`src/rtl/mcyc_phase_pkg.sv`:
```
package mcyc_phase_pkg;
  localparam int unsigned NUM_STAGES = 5;

  // stage order is the timing sequence
  typedef enum logic [2:0] {
    STG_PH1    = 3'd0,
    STG_PH2    = 3'd1,
    STG_STROBE = 3'd2,
    STG_PH3    = 3'd3,
    STG_TAIL   = 3'd4
  } stage_e;

  typedef struct packed {
    logic ph1;
    logic ph2;
    logic strobe;
    logic ph3;
  } phases_t;
endpackage

```
`src/rtl/mcyc_interval_tick.sv`:
```
module mcyc_interval_tick #(
  parameter int unsigned PHASE_TICKS = 5
) (
  input  logic clk_i,
  input  logic rst_ni,
  output logic tick_o
);
  localparam int unsigned CW = (PHASE_TICKS > 1) ? $clog2(PHASE_TICKS) : 1;
  localparam logic [CW-1:0] LAST = CW'(PHASE_TICKS - 1);

  logic [CW-1:0] cnt_q;

  always_ff @(posedge clk_i or negedge rst_ni) begin
    if (!rst_ni)            cnt_q <= '0;
    else if (cnt_q == LAST) cnt_q <= '0;
    else                    cnt_q <= cnt_q + 1'b1;
  end

  assign tick_o = (cnt_q == LAST);
endmodule

```
`src/rtl/mcyc_seq.sv`:
```
module mcyc_seq
  import mcyc_phase_pkg::*;
(
  input  logic                  clk_i,
  input  logic                  rst_ni,
  input  logic                  tick_i,
  input  logic                  start_i,
  input  logic                  host_req_i,
  output logic [NUM_STAGES-1:0] stage_o,
  output logic                  busy_o,
  output logic                  host_ack_o,
  output logic                  launch_o
);
  logic                  pend_q, busy_q, host_q;
  logic [NUM_STAGES-1:0] stg_q;
  logic                  launch;

  // host holds off microcode; start only at an interval boundary
  assign launch = tick_i & ~busy_q & ~host_q & ~host_req_i & pend_q;

  always_ff @(posedge clk_i or negedge rst_ni) begin
    if (!rst_ni)      pend_q <= 1'b0;
    else if (start_i) pend_q <= 1'b1;
    else if (launch)  pend_q <= 1'b0;
  end

  // self-clearing start stage, then the shift chain
  always_ff @(posedge clk_i or negedge rst_ni) begin
    if (!rst_ni)     stg_q[0] <= 1'b0;
    else if (tick_i) stg_q[0] <= launch;
  end

  for (genvar i = 1; i < NUM_STAGES; i++) begin : g_chain
    always_ff @(posedge clk_i or negedge rst_ni) begin
      if (!rst_ni)     stg_q[i] <= 1'b0;
      else if (tick_i) stg_q[i] <= stg_q[i-1];
    end
  end

  // in-progress drops when the tail stage leaves
  always_ff @(posedge clk_i or negedge rst_ni) begin
    if (!rst_ni)                                  busy_q <= 1'b0;
    else if (launch)                              busy_q <= 1'b1;
    else if (tick_i && stg_q[int'(STG_TAIL)])     busy_q <= 1'b0;
  end

  always_ff @(posedge clk_i or negedge rst_ni) begin
    if (!rst_ni) host_q <= 1'b0;
    else if (tick_i) begin
      if (host_q)                       host_q <= host_req_i;
      else if (!busy_q && host_req_i)   host_q <= 1'b1;
    end
  end

  assign stage_o    = stg_q;
  assign busy_o     = busy_q;
  assign host_ack_o = host_q;
  assign launch_o   = launch;
endmodule

```
`src/rtl/mcyc_ram_pulse.sv`:
```
module mcyc_ram_pulse #(
  parameter int unsigned WR_TICKS = 8
) (
  input  logic clk_i,
  input  logic rst_ni,
  input  logic launch_i,
  input  logic ram_op_i,
  input  logic ram_wr_i,
  input  logic ph2_i,
  output logic wr_en_o,
  output logic rd_cap_o
);
  localparam int unsigned WCW = $clog2(WR_TICKS + 1);
  localparam logic [WCW-1:0] WR_LOAD = WCW'(WR_TICKS);

  logic [WCW-1:0] wcnt_q;
  logic           rd_q;

  // write width counted in fine clocks, not aligned to intervals
  always_ff @(posedge clk_i or negedge rst_ni) begin
    if (!rst_ni)                             wcnt_q <= '0;
    else if (launch_i && ram_op_i && ram_wr_i) wcnt_q <= WR_LOAD;
    else if (wcnt_q != '0)                   wcnt_q <= wcnt_q - 1'b1;
  end

  always_ff @(posedge clk_i or negedge rst_ni) begin
    if (!rst_ni)       rd_q <= 1'b0;
    else if (launch_i) rd_q <= ram_op_i & ~ram_wr_i;
  end

  assign wr_en_o  = (wcnt_q != '0);
  assign rd_cap_o = rd_q & ph2_i;
endmodule

```
`src/rtl/mcyc_phase_gen.sv`:
```
module mcyc_phase_gen
  import mcyc_phase_pkg::*;
#(
  parameter int unsigned PHASE_TICKS = 5,
  parameter int unsigned WR_TICKS    = 8
) (
  input  logic clk_i,
  input  logic rst_ni,
  input  logic start_i,
  input  logic host_req_i,
  input  logic ram_op_i,
  input  logic ram_wr_i,
  output logic ph1_o,
  output logic ph2_o,
  output logic strobe_o,
  output logic ph3_o,
  output logic busy_o,
  output logic host_ack_o,
  output logic ram_wr_en_o,
  output logic ram_rd_cap_o
);
  logic                  tick;
  logic                  launch;
  logic [NUM_STAGES-1:0] stage;
  phases_t               ph;

  mcyc_interval_tick #(.PHASE_TICKS(PHASE_TICKS)) u_tick (
    .clk_i  (clk_i),
    .rst_ni (rst_ni),
    .tick_o (tick)
  );

  mcyc_seq u_seq (
    .clk_i      (clk_i),
    .rst_ni     (rst_ni),
    .tick_i     (tick),
    .start_i    (start_i),
    .host_req_i (host_req_i),
    .stage_o    (stage),
    .busy_o     (busy_o),
    .host_ack_o (host_ack_o),
    .launch_o   (launch)
  );

  assign ph.ph1    = stage[int'(STG_PH1)];
  assign ph.ph2    = stage[int'(STG_PH2)];
  assign ph.strobe = stage[int'(STG_STROBE)];
  assign ph.ph3    = stage[int'(STG_PH3)];

  mcyc_ram_pulse #(.WR_TICKS(WR_TICKS)) u_ram (
    .clk_i    (clk_i),
    .rst_ni   (rst_ni),
    .launch_i (launch),
    .ram_op_i (ram_op_i),
    .ram_wr_i (ram_wr_i),
    .ph2_i    (ph.ph2),
    .wr_en_o  (ram_wr_en_o),
    .rd_cap_o (ram_rd_cap_o)
  );

  assign ph1_o    = ph.ph1;
  assign ph2_o    = ph.ph2;
  assign strobe_o = ph.strobe;
  assign ph3_o    = ph.ph3;
endmodule

```
`config.mk`:
```
export PLATFORM = sky130hd
export DESIGN_NAME = mcyc_phase_gen
export DESIGN_NICKNAME = d
export VERILOG_FILES = /design/src/rtl/mcyc_phase_pkg.sv /design/src/rtl/mcyc_interval_tick.sv /design/src/rtl/mcyc_seq.sv /design/src/rtl/mcyc_ram_pulse.sv /design/src/rtl/mcyc_phase_gen.sv
export SDC_FILE = /design/constraint.sdc
export NUM_CORES = 1
export LEC_CHECK = 0
export BUFFER_PORTS_ARGS = -buffer_cell sky130_fd_sc_hd__buf_2
export CAP_MARGIN = 20
export CORE_UTILIZATION = 52
export DETAILED_ROUTE_END_ITERATION = 8
export PLACE_DENSITY = 0.82
export SLEW_MARGIN = 5
export SYNTH_ARGS = -nofsm -noshare
export SYNTH_HDL_FRONTEND = slang
export SYNTH_SLANG_ARGS = --single-unit
export TNS_END_PERCENT = 1
```
`constraint.sdc`:
```
create_clock -name clk_i -period 2.15 [get_ports clk_i]
set_input_delay 0.43 -clock clk_i [delete_from_list [all_inputs] [get_ports clk_i]]
set_output_delay 0.43 -clock clk_i [all_outputs]
set_load 0.005 [all_outputs]
```
**Yosys cells after proc, flatten, opt, wreduce, memory -nomap -nowiden**

Cells that the tools add are included.

- Div/mod/pow operators: 0
- Bitwise logic cells: 10
- Reductions and logical operators: 9
- Mux-type cells: 9
- Equality and inequality tests: 1
- Order comparisons: 0
- $add $sub $neg: 2
- Shifts and indexed selects: 0
- Multiply operators: 0

Operator list:

| kind | count |
|---|---|
| 2-to-1 mux 4 bit | 2 |
| AND 1 bit | 6 |
| 2-to-1 mux 1 bit | 6 |
| nonzero test 2 bit | 3 |
| logical AND 1 bit | 4 |
| inverter 1 bit | 4 |
| nonzero test 4 bit | 1 |
| subtractor 4 x 1 -> 4 bit (second input constant) | 1 |
| adder 3 x 1 -> 3 bit (second input constant) | 1 |
| == test 3 bit (second input constant) | 1 |
| 2-to-1 mux 3 bit | 1 |
| zero test 1 bit | 1 |

- Output and inout bits: 8
- Memory bits (read-only): 0
- Latch bits: 0
- Bits of input ports: 6
- Word-level logic and storage cells: 42
- Flip-flop bits (word level): 16
- RAM bits: 0
- Memories kept: 0

**Longest topological paths before layout**

- Word-level depth: 8
- Gate-level depth with buffers: 6

**Cells and area by module**

Synthesis repeated with hierarchy kept, for this count alone.

- Cells, all modules: 61
- Area total of the unflattened synthesis: 744.5 µm²

Modules (own cells, without submodules):

| module | instances | cells each | seq. area each (µm²) | area an instance (µm²) |
|---|---|---|---|---|
| mcyc_seq | 1 | 23 | 200.2 | 329.1 |
| mcyc_ram_pulse | 1 | 26 | 125.1 | 270.3 |
| mcyc_interval_tick | 1 | 12 | 75.1 | 145.1 |

**Least setup slack after synthesis**

Ideal clock, no wire load.

- Path kind: register -> register
- From: reg u_tick.cnt_q[0]
- To: reg u_ram.rd_q
- Cell stages (with the launch flop): 6
- Arrival time: 1,465 ps
- Clock period less this slack: 1,590 ps
- Path slack: 560 ps
- Cell sequence: dfrtp_1 inv_1 ha_1 nand2_4 nor4_4 mux2_4

- Longest elaborated chain between the ends: 5

RTL lines:

| what | RTL line | text |
|---|---|---|
| from (decl) | mcyc_interval_tick.sv:11 | `logic [CW-1:0] cnt_q;` |
| from (signal assigned) | mcyc_interval_tick.sv:16 | `else cnt_q <= cnt_q + 1'b1;` |
| == test 3 bit | mcyc_interval_tick.sv:19 | `assign tick_o = (cnt_q == LAST);` |
| AND 1 bit (4 in a row) | mcyc_seq.sv:19 | `assign launch = tick_i & ~busy_q & ~host_q & ~host_req_i & pend_q;` |
| to (signal assigned) | mcyc_ram_pulse.sv:28 | `else if (launch_i) rd_q <= ram_op_i & ~ram_wr_i;` |
| to (decl) | mcyc_ram_pulse.sv:17 | `logic rd_q;` |

No other way between the ends.
A chain may end at the register's enable or synchronous reset.

**Worst setup path after layout**

- From: reg u_ram.wcnt_q[0]
- To: out ram_wr_en_o

- Longest elaborated chain between the ends: 1

RTL lines:

| what | RTL line | text |
|---|---|---|
| from (decl) | mcyc_ram_pulse.sv:16 | `logic [WCW-1:0] wcnt_q;` |
| from (signal assigned) | mcyc_ram_pulse.sv:23 | `else if (wcnt_q != '0) wcnt_q <= wcnt_q - 1'b1;` |
| nonzero test 4 bit | mcyc_ram_pulse.sv:31 | `assign wr_en_o = (wcnt_q != '0);` |
| to (decl) | mcyc_phase_gen.sv:19 | `output logic ram_wr_en_o,` |

No other way between the ends.

==> results.json <==
{
  "status": "completed",
  "die_w_um": 40.09,
  "ir_drop_uv": 458.5,
  "fp.coreArea_um2": 1318,
  "max-slew-margin-rel_pct": 78.43,
  "synth.top_cell.area_share_pct": 53.07,
  "grt_pass1_wl_um": 1938,
  "max_freq_ghz": 0.5092,
  "synth.distinct_cells": 26,
  "viasPerCell": 5.295,
  "finalNetCount": 85,
  "rows": 13,
  "ys_seq_area_share_pct": 53.07,
  "route.detailed.drc": 0,
  "path_clk_slew_ps": 90,
  "cts_tree": "built",
  "antenna_found_initial": 0,
  "syn-instance-count": 57,
  "num_io_pins": 14,
  "insertion_delay_ps": 270,
  "path_cells": "inv_1, ha_1, or3b_1, buf_2",
  "post-cts-setup-buffer-count": 0,
  "crit_path_end_kind": "output port",
  "cp-start-kind": "flip-flop",
  "grt_max_degree": 17,
  "cp_slowest_cell": "or3b_1",
  "dieArea_um2": 1607,
  "cp_max_fo": 4,
  "wl_met1_um": 502,
  "setup_viol": 0,
  "critPathMaxStageDelay_ps": 440,
  "cts.htree.levels": 1,
  "place.gp.congestion": 0.7420,
  "cts_buffer_depth": 2,
  "cp_data_required_time_ps": 1720,
  "vias": 466,
  "yosys_warnings": 0,
  "ant_nets": 0,
  "syn-num-nets": 67,
  "power_w": 0.0008361,
  "finalCriticalPeriod_ps": 1964,
  "wl_met3_um": 34,
  "arrival_ps": 1530,
  "whs_ps": 43.02,
  "utilization_pct": 65.05,
  "hold_viol_final": 0,
  "drv_cap": 0,
  "synth_area_leaders": "dfrtp_1 53%, ha_1 6.6%, mux2_1 4.5%, mux2_2 4.5%, mux2_4 4.0%",
  "synth_largest_area_cell": "dfrtp_1",
  "maxSlewViolCount": 0,
  "cts_root_buf": "clkbuf_4",
  "diodes": 0,
  "dr_wl_met2_um": 574,
  "tns_ps": 0,
  "avgSynthCellArea_um2": 13.24,
  "top_layer": "met4",
  "tightest_slew_ps": 319.4,
  "die_h_um": 40.09,
  "grt_overflow": 0,
  "clock_skew_ps": 5.625,
  "drive_gt1_share_pct": 34.25,
  "power.density_nw_per_um2": 975.6,
  "finalCritPeriodShare_pct": 91.35,
  "cts_hold_repair.buffers": 0,
  "drt_iter0_drc": 2,
  "hpwl_um": 866.9,
  "synth_area_um2": 754.5,
  "start_util_pct": 57.26,
  "rsz0062_at_grt": "false",
  "io_buffer_count": 13,
  "hold_class": "in -> async",
  "cts.sinks": 16,
  "routedWlPerCell_um": 12.72,
  "cts_buffers": 3,
  "first_pass_iters": 2,
  "p_leak_nw": 0.4415,
  "cts_resized": 0,
  "ys_ff_latch": 16,
  "grt_pass1_vias": 481,
  "grt_util_all_layers_pct": 18.91,
  "crit_type": "reg -> out",
  "syn_to_final_growth_pct": 13.60,
  "routed_wirelength_um": 1119
}
==> per-stage QoR <==
| step | cell area, um^2 | setup slack [ps] | instances |
|---|---|---|---|
| floorplan | 754.5 | 559.9 | 57 |
| global placement | 834.6 | 536.7 | 85 |
| detailed placement | 834.6 | 472.1 | 85 |
| CTS | 857.1 | 164.8 | 88 |
| global route | 857.1 | 101.4 | 88 |
| finish | 857.1 | 186.0 | 88 |
==> cell usage in the layout (no fill, tap or decap) <==
master / n
a31oi_2: 1
nor4_4: 1
mux2_4: 2
a31oi_1: 2
nand2_1: 1
buf_2: 13
xor2_1: 1
and2_1: 1
xnor2_1: 1
nor3_1: 1
o41ai_1: 1
a21o_1: 2
buf_4: 1
ha_1: 4
a31o_1: 1
nand2_4: 1
mux2_1: 3
o22a_1: 1
nor2_1: 3
nand2b_1: 2
a21oi_1: 1
nor2b_1: 1
clkbuf_4: 3
mux2_2: 3
dfrtp_1: 16
nand3_1: 1
or3b_1: 1
inv_1: 4
==> critical path, delay by kind of cell, from the launching register on <==
kind	cells	cell delay, ps
flops	1	410
buf+inv	2	250
fa+ha+maj	1	160
simple gates	1	440
==> power breakdown <==
group	switching [W]	internal (W)	total [W]
clock network	0.0000817	0.0000648	0.000147
logic	0.000121	0.000161	0.000282
registers	0.0000470	0.000361	0.000408
total	0.000249	0.000587	0.000836
==> state kept, by name, summed over array words and instances, names as in the netlist <==
signal            cells
u_ram.wcnt_q          4
u_seq.pend_q          1
u_tick.cnt_q          3
u_ram.rd_q            1
u_seq.stage_o         5
u_seq.host_ack_o      1
u_seq.busy_o          1
==> synthesized netlist by cell type <==
master and count:
mux2_2 3, or3b_1 1, and2_1 1, o22a_1 1, a31oi_2 1, nand2b_1 2, nor2b_1 1, mux2_4 2
xnor2_1 1, buf_6 1, nand2_1 1, nor4_4 1, xor2_1 1, ha_1 4, o41ai_1 1, a21oi_1 1
dfrtp_1 16, nand2_4 1, a31oi_1 2, a21o_1 2, mux2_1 3, inv_1 4, nor2_1 3, nand3_1 1
a31o_1 1, nor3_1 1
==> metal layers <==
layer / global-route usage (%) / vias to the layer above
met5: 0 / -
met1: 20.86 / 222
li1: - / 232
met2: 32.66 / 10
met3: 3.333 / 2
met4: 12.93 / 0
==> final timing paths <==
kind,startpoint,to,slack (ps),depth (start not counted)
min,rst_ni,u_seq.stage_o[3],40,1
max in group asynchronous,rst_ni,u_ram.wcnt_q[0],1850,1
min reg2reg,u_tick.cnt_q[0],u_tick.cnt_q[0],470,1
min in group clk_i,start_i,u_seq.pend_q,340,2
max,u_ram.wcnt_q[0],ram_wr_en_o,190,4
max reg2reg,u_ram.wcnt_q[0],u_ram.wcnt_q[1],510,5
==> kinds of logic after synthesis <==
| kind of cell | share of synthesized area, % |
|---|---|
| AOI/OAI and AO/OA | 9.452 |
| adders and majority gates | 6.634 |
| muxes | 12.93 |
| DFF | 53.07 |
| and+or+nand+nor | 12.11 |
| buffers and inverters | 3.482 |
| xor gates and xnor gates | 2.322 |
==> layout make-up <==
type / count / area [um^2]
multi-input combinational: 36 / 327.8
clock buffer: 3 / 22.52
sequential: 16 / 400.4
timing repair buffer: 14 / 72.57
fill: 103 / 460.4
inverter: 4 / 15.01
tap: 15 / 18.77
Note: power is estimated with default switching activity, not from simulation.
